===== src/rtl/tblw_pkg.sv =====
package tblw_pkg;
  localparam logic [7:0] TBLW_OPCODE = 8'b0101_1001;

  typedef enum logic [1:0] {
    ST_IDLE = 2'd0,
    ST_XFER = 2'd1,
    ST_RSTR = 2'd2
  } tblw_state_e;
endpackage


===== src/rtl/tblw_decode.sv =====
module tblw_decode #(
  parameter int IW    = 16,
  parameter int DP_W  = 9,
  parameter int OFS_W = 7,
  parameter int DAW   = DP_W + OFS_W
) (
  input  logic [IW-1:0]   instr,
  input  logic [DP_W-1:0] data_page,
  input  logic [DAW-1:0]  ind_addr,
  output logic            op_hit,
  output logic [DAW-1:0]  op_daddr
);
  import tblw_pkg::*;

  localparam int OPC_LSB = IW - 8;
  localparam int IND_BIT = OPC_LSB - 1;

  logic indirect;

  always_comb begin
    op_hit   = (instr[IW-1:OPC_LSB] == TBLW_OPCODE);
    indirect = instr[IND_BIT];
    if (indirect) op_daddr = ind_addr;
    else          op_daddr = {data_page, instr[OFS_W-1:0]};
  end

  // Only a 16-bit opcode layout with an 8-bit opcode field is meaningful.
  initial begin
    layout_chk: assert (IND_BIT >= OFS_W && IND_BIT < IW);
  end
endmodule


===== src/rtl/tblw_ctrl.sv =====
module tblw_ctrl #(
  parameter int CNT_W = 8
) (
  input  logic             clk,
  input  logic             rst,
  input  logic             start,
  input  logic             op_hit,
  input  logic [CNT_W-1:0] rpt_cnt,
  input  logic             beat_ok,
  output logic             load,
  output logic             step_addr,
  output logic             restore,
  output logic             in_xfer,
  output logic             busy,
  output logic             pc_step,
  output logic             done
);
  import tblw_pkg::*;

  tblw_state_e      state_q;
  logic [CNT_W-1:0] cnt_q;
  logic             last_beat;

  always_comb begin
    in_xfer   = (state_q == ST_XFER);
    busy      = (state_q != ST_IDLE);
    restore   = (state_q == ST_RSTR);
    load      = (state_q == ST_IDLE) && start && op_hit;
    last_beat = (cnt_q == '0);
    step_addr = in_xfer && beat_ok && !last_beat;
  end

  always_ff @(posedge clk) begin
    if (rst) begin
      state_q <= ST_IDLE;
      cnt_q   <= '0;
      done    <= 1'b0;
      pc_step <= 1'b0;
    end else begin
      done    <= 1'b0;
      pc_step <= 1'b0;
      case (state_q)
        ST_IDLE: if (load) begin
          state_q <= ST_XFER;
          cnt_q   <= rpt_cnt;
          pc_step <= 1'b1;
        end
        ST_XFER: if (beat_ok) begin
          if (last_beat) state_q <= ST_RSTR;
          else           cnt_q   <= cnt_q - 1'b1;
        end
        ST_RSTR: begin
          state_q <= ST_IDLE;
          done    <= 1'b1;
        end
        default: state_q <= ST_IDLE;
      endcase
    end
  end


  accept_busy_chk: assert property (@(posedge clk) disable iff (rst)
    (start && op_hit && !busy) |=> busy);


  pc_pulse_chk: assert property (@(posedge clk) disable iff (rst)
    pc_step |=> !pc_step);


  stall_hold_chk: assert property (@(posedge clk) disable iff (rst)
    (in_xfer && !beat_ok) |=> (in_xfer && $stable(cnt_q)));


  done_pulse_chk: assert property (@(posedge clk) disable iff (rst)
    done |-> (!busy && $past(restore)));
endmodule


===== src/rtl/tblw_addr.sv =====
module tblw_addr #(
  parameter int AW        = 16,
  parameter int DAW       = 16,
  parameter int ROM_WORDS = 4096
) (
  input  logic           clk,
  input  logic           rst,
  input  logic           load,
  input  logic           step_addr,
  input  logic           restore,
  input  logic           mp_mode,
  input  logic [AW-1:0]  acc,
  input  logic [AW-1:0]  pfc_in,
  input  logic [DAW-1:0] op_daddr,
  output logic [AW-1:0]  fetch_q,
  output logic [DAW-1:0] daddr_q,
  output logic           rom_hit
);
  localparam logic [AW-1:0] ROM_TOP = AW'(ROM_WORDS);

  logic [AW-1:0] hold_q;

  always_ff @(posedge clk) begin
    if (rst) begin
      fetch_q <= '0;
      hold_q  <= '0;
      daddr_q <= '0;
    end else if (load) begin
      hold_q  <= pfc_in;
      fetch_q <= acc;
      daddr_q <= op_daddr;
    end else if (step_addr) begin
      fetch_q <= fetch_q + 1'b1;
    end else if (restore) begin
      fetch_q <= hold_q;
    end
  end

  always_comb rom_hit = !mp_mode && (fetch_q < ROM_TOP);


  addr_step_chk: assert property (@(posedge clk) disable iff (rst)
    step_addr |=> (fetch_q == $past(fetch_q) + 1'b1));


  restore_val_chk: assert property (@(posedge clk) disable iff (rst)
    restore |=> (fetch_q == $past(hold_q)));


  load_acc_chk: assert property (@(posedge clk) disable iff (rst)
    load |=> (fetch_q == $past(acc)));
endmodule


===== src/rtl/tblw_engine.sv =====
module tblw_engine #(
  parameter int AW        = 16,
  parameter int DW        = 16,
  parameter int IW        = 16,
  parameter int CNT_W     = 8,
  parameter int DP_W      = 9,
  parameter int OFS_W     = 7,
  parameter int ROM_WORDS = 4096
) (
  input  logic                   clk,
  input  logic                   rst,
  input  logic                   start,
  input  logic [IW-1:0]          instr,
  input  logic [AW-1:0]          acc,
  input  logic [CNT_W-1:0]       rpt_cnt,
  input  logic [DP_W-1:0]        data_page,
  input  logic [DP_W+OFS_W-1:0]  ind_addr,
  input  logic [AW-1:0]          pfc_in,
  input  logic                   mp_mode,
  output logic                   dm_rd_en,
  output logic [DP_W+OFS_W-1:0]  dm_rd_addr,
  input  logic [DW-1:0]          dm_rd_data,
  output logic                   pm_wr_valid,
  input  logic                   pm_wr_ready,
  output logic [AW-1:0]          pm_wr_addr,
  output logic [DW-1:0]          pm_wr_data,
  output logic [AW-1:0]          fetch_addr,
  output logic                   busy,
  output logic                   pc_step,
  output logic                   done
);
  localparam int DAW = DP_W + OFS_W;

  logic           op_hit;
  logic [DAW-1:0] op_daddr;
  logic           load, step_addr, restore, in_xfer, rom_hit, beat_ok;
  logic [AW-1:0]  fetch_q;
  logic [DAW-1:0] daddr_q;

  tblw_decode #(.IW(IW), .DP_W(DP_W), .OFS_W(OFS_W), .DAW(DAW)) u_dec (
    .instr(instr), .data_page(data_page), .ind_addr(ind_addr),
    .op_hit(op_hit), .op_daddr(op_daddr)
  );

  tblw_ctrl #(.CNT_W(CNT_W)) u_ctrl (
    .clk(clk), .rst(rst), .start(start), .op_hit(op_hit),
    .rpt_cnt(rpt_cnt), .beat_ok(beat_ok), .load(load),
    .step_addr(step_addr), .restore(restore), .in_xfer(in_xfer),
    .busy(busy), .pc_step(pc_step), .done(done)
  );

  tblw_addr #(.AW(AW), .DAW(DAW), .ROM_WORDS(ROM_WORDS)) u_addr (
    .clk(clk), .rst(rst), .load(load), .step_addr(step_addr),
    .restore(restore), .mp_mode(mp_mode), .acc(acc), .pfc_in(pfc_in),
    .op_daddr(op_daddr), .fetch_q(fetch_q), .daddr_q(daddr_q),
    .rom_hit(rom_hit)
  );

  always_comb begin
    beat_ok     = rom_hit || pm_wr_ready;
    dm_rd_en    = in_xfer;
    dm_rd_addr  = daddr_q;
    pm_wr_valid = in_xfer && !rom_hit;
    pm_wr_addr  = fetch_q;
    pm_wr_data  = dm_rd_data;
    fetch_addr  = fetch_q;
  end


  rom_guard_chk: assert property (@(posedge clk) disable iff (rst)
    pm_wr_valid |-> (mp_mode || pm_wr_addr >= AW'(ROM_WORDS)));


  stall_addr_chk: assert property (@(posedge clk) disable iff (rst)
    (pm_wr_valid && !pm_wr_ready) |=>
      ($stable(pm_wr_addr) && $stable(dm_rd_addr) && dm_rd_en));


  daddr_hold_chk: assert property (@(posedge clk) disable iff (rst)
    (dm_rd_en && $past(dm_rd_en)) |-> $stable(dm_rd_addr));


  reset_idle_chk: assert property (@(posedge clk)
    $past(rst) |-> (!busy && !done && !pc_step && !pm_wr_valid));
endmodule


===== config.mk =====
export PLATFORM = sky130hd
export DESIGN_NAME = tblw_engine
export DESIGN_NICKNAME = d
export VERILOG_FILES = /design/src/rtl/tblw_pkg.sv /design/src/rtl/tblw_decode.sv /design/src/rtl/tblw_ctrl.sv /design/src/rtl/tblw_addr.sv /design/src/rtl/tblw_engine.sv
export SDC_FILE = /design/constraint.sdc
export NUM_CORES = 1
export LEC_CHECK = 0
export BUFFER_PORTS_ARGS = -buffer_cell sky130_fd_sc_hd__buf_2
export CORE_MARGIN = 2
export CORE_UTILIZATION = 46
export DETAILED_ROUTE_END_ITERATION = 7
export PLACE_DENSITY = 0.88
export SLEW_MARGIN = 10
export SYNTH_ARGS = -nofsm -noshare
export SYNTH_HDL_FRONTEND = slang
export SYNTH_SLANG_ARGS = --single-unit

===== constraint.sdc =====
create_clock -name clk -period 2.8 [get_ports clk]
set_clock_uncertainty 0.05 [all_clocks]
set_input_delay 0.14 -clock clk [delete_from_list [all_inputs] [get_ports clk]]
set_output_delay 0.14 -clock clk [all_outputs]
set_load 0.05 [all_outputs]

==> summary.txt <==
Number of synthesized register bits = 60
Post-synth EDFFs = 0
Post-DRT Antenna Nets = 0
Total track usage = 0.236
Clock power share = 0.476
CTS root buf = clkbuf_8
Area share of the largest cell type after synthesis = 0.356
Slew @ Worst Pin = 0.661 ns
Die ar. = 0.00804 mm²
Diodes inserted = 0
Reg2Reg Depth = 6
R2r setup slk = 0.38 ns
Clk pin slew, worst setup/hold paths = 0.07 ns
Final worst path period share = 0.864
Nets = 626
Fraction of power spent switching nets = 0.212
Internal = 1500 µW
Final Hold Viols = 0
Routed vias = 3524
DP HPWL = 6.68 mm
Drt pass-1 iters = 5
Primary FF master, synth = dfxtp_1
Slowest CP cell = or3_1
Die height = 89.7 µm
H-tree depth = 3
Met2 Use GR = 0.364
Largest net degree at the start of global routing = 56
Most common cell after layout, fill and taps aside = buf_2
Tmin final = 2.42 ns
Clock Sinks = 60
Met1 GRT Util = 0.291
Core Region = 0.00718 mm²
Starting DRT DRC Count = 365
Switching power = 405 µW
Count of cell types in the netlist = 59
Crit-path max FO = 17
Highest Clock Rate = 413 MHz
Grt ovf = 0
DR WL/cell = 15.4 µm
Syn_nets = 512
Routability congestion estimate = 0.884
Post-synth ARST share = 0
I/O Buffers = 138
Max IR drop VDD = 258 µV
CTS tree = yes
CTS resizes = 0
Vias in the first global route = 3214
Worst skew pair latency = 0.34 ns
Post-synth top area cell = dfxtp_1
Status = completed
Post-placement cell count = 596
Sequential power share = 0.449
Syn Std Cell Area = 0.00338 mm²
Synth area leaders = dfxtp_1, buf_4, nand2_1, mux2i_1, a21oi_1
Leakage = 0.00181 µW
Area grow syn2layout = 26.2%
Worst path cell trace = or4b_4, or3_1, buf_4, o32ai_1, a21o_1, a21oi_1
Seq/Total Area, Yosys = 0.356
HP Class = primary input to flip-flop
Met3 usage = 0.0530
CP Capture Type = flip-flop
Cell Pwr Density = 448 mW/mm²
Vias per cell = 5.64
Die width = 89.7 µm
Cts bufs inserted = 9
Setup TNS Final = 0 ns
Finish-stage setup viols = 0
Cell Count, Final, Fillers Out = 625
WS Path Type = flip-flop to flip-flop
Post-Syn Instances = 407
Commonest cells after routing, fill and taps aside = buf_2, dfxtp_1, nand2_1
Unrepaired setup endpoints after global routing = no
Yosys Warn Count = 0
FP Rows = 31
DRC viols = 0
Longest Clk Path Bufs = 2
Layout cell share with drive strength beyond 1 = 0.346
Gr busiest metal = met2
Logic pwr share = 0.076
Initial antenna violation count = 0
Syn_area_per_cell = 8.30 µm²
Worst Hold Depth = 3
Critical Path RT = 2.95 ns
Max_cap viols = 0
Slew Viols, Final = 0
Initial Utilization = 0.471
CP peak stage delay = 0.66 ns
Final Routed Wirelength = 9.60 mm
Critical Path Start Type = flip-flop
WP data arrival = 2.57 ns
Io pins = 171
Global-route wire length before repair = 14.6 mm
Slew HR = 0.559
-- flip-flops by register name, summed over array words and instances (netlist names) --
signal,count
u_addr.hold_q,16
u_ctrl.pc_step,1
u_ctrl.state_q,2
u_addr.daddr_q,16
u_ctrl.cnt_q,8
u_addr.fetch_q,16
u_ctrl.done,1
-- metal layers --
metal / up-vias / wire length (µm)
li1: 1665 / -
met1: 1619 / 3970
met2: 205 / 4400
met3: 35 / 857
met4: 0 / 369
met5: - / 0
-- layout make-up --
type / count / area [µm²]
multi-input combinational: 280 / 1770
clock buffer: 12 / 165
inverter: 9 / 33.8
timing repair buffer: 161 / 896
tap: 99 / 124
fill: 624 / 2920
clock inverter: 4 / 70.1
sequential: 60 / 1200
-- power groups by stage --
stage | Sequential [µW] | Combinational [µW] | Clock, µW
4_1_cts | 856 | 144 | 917
3_5_place_dp | 875 | 129 | 0
2_1_floorplan | 879 | 116 | 0
5_1_grt | 856 | 157 | 956
6_report | 856 | 144 | 908
3_3_place_gp | 875 | 125 | 0
-- worst max-delay path: cells and delay by family, from the launching register on --
kind	cells	cell delay (ns)
AND/OR/NAND/NOR	2	1.23
flip-flops	1	0.36
AO/OA/AOI/OAI	3	0.32
buffers and inverters	1	0.31
-- synth_stat cells (all sizes together) (9+ instances only) --
cell and count:
nand2 56, nor2 30, o21ai 15, mux2i 16, a21oi 32, clkbuf 12
nand3 13, nor3 16, inv 9, a211oi 21, buf 46, dfxtp 60
-- repair_timing --
item / 4_1_cts / 5_1_grt
buffers inserted: 0 / 0
hold buffers: 13 / 0
endpoints found under the hold margin: 13 / 0
-- through the flow --
stage          power, µW  cell area (µm²)  setup slack, ns  hold slack (ns)  utilization
2_1_floorplan        995             3380            0.669            0.226            -
3_3_place_gp        1000             3890            0.493            0.230        0.543
3_5_place_dp        1000             3890            0.402            0.230        0.543
4_1_cts             1920             4260            0.385         0.000639        0.594
5_1_grt             1970             4260            0.267           0.0161        0.594
6_report            1910             4260            0.380          0.00569        0.594
-- final timing paths --
check / start / end
worst max-delay path: u_ctrl.state_q[1] / u_addr.fetch_q[1]
worst max register to register: u_ctrl.state_q[1] / u_addr.fetch_q[1]
worst min register to register: u_addr.hold_q[5] / u_addr.hold_q[5]
worst min-delay path: pfc_in[3] / u_addr.hold_q[3]
-- logic make-up (layout without fill, tap and decap cells) --
family                   after synthesis  in the layout  synth area share
buffers and inverters                 67            186             0.122
adder cells (fa/ha/maj)                3              3            0.0111
AND/OR/NAND/NOR                      142            142             0.206
flip-flops                            60             60             0.356
multiplexers                          17             17            0.0508
XOR/XNOR                               4              4            0.0104
AO/OA/AOI/OAI                        114            114             0.244
No activity file was read; power rests on OpenSTA's default activity.
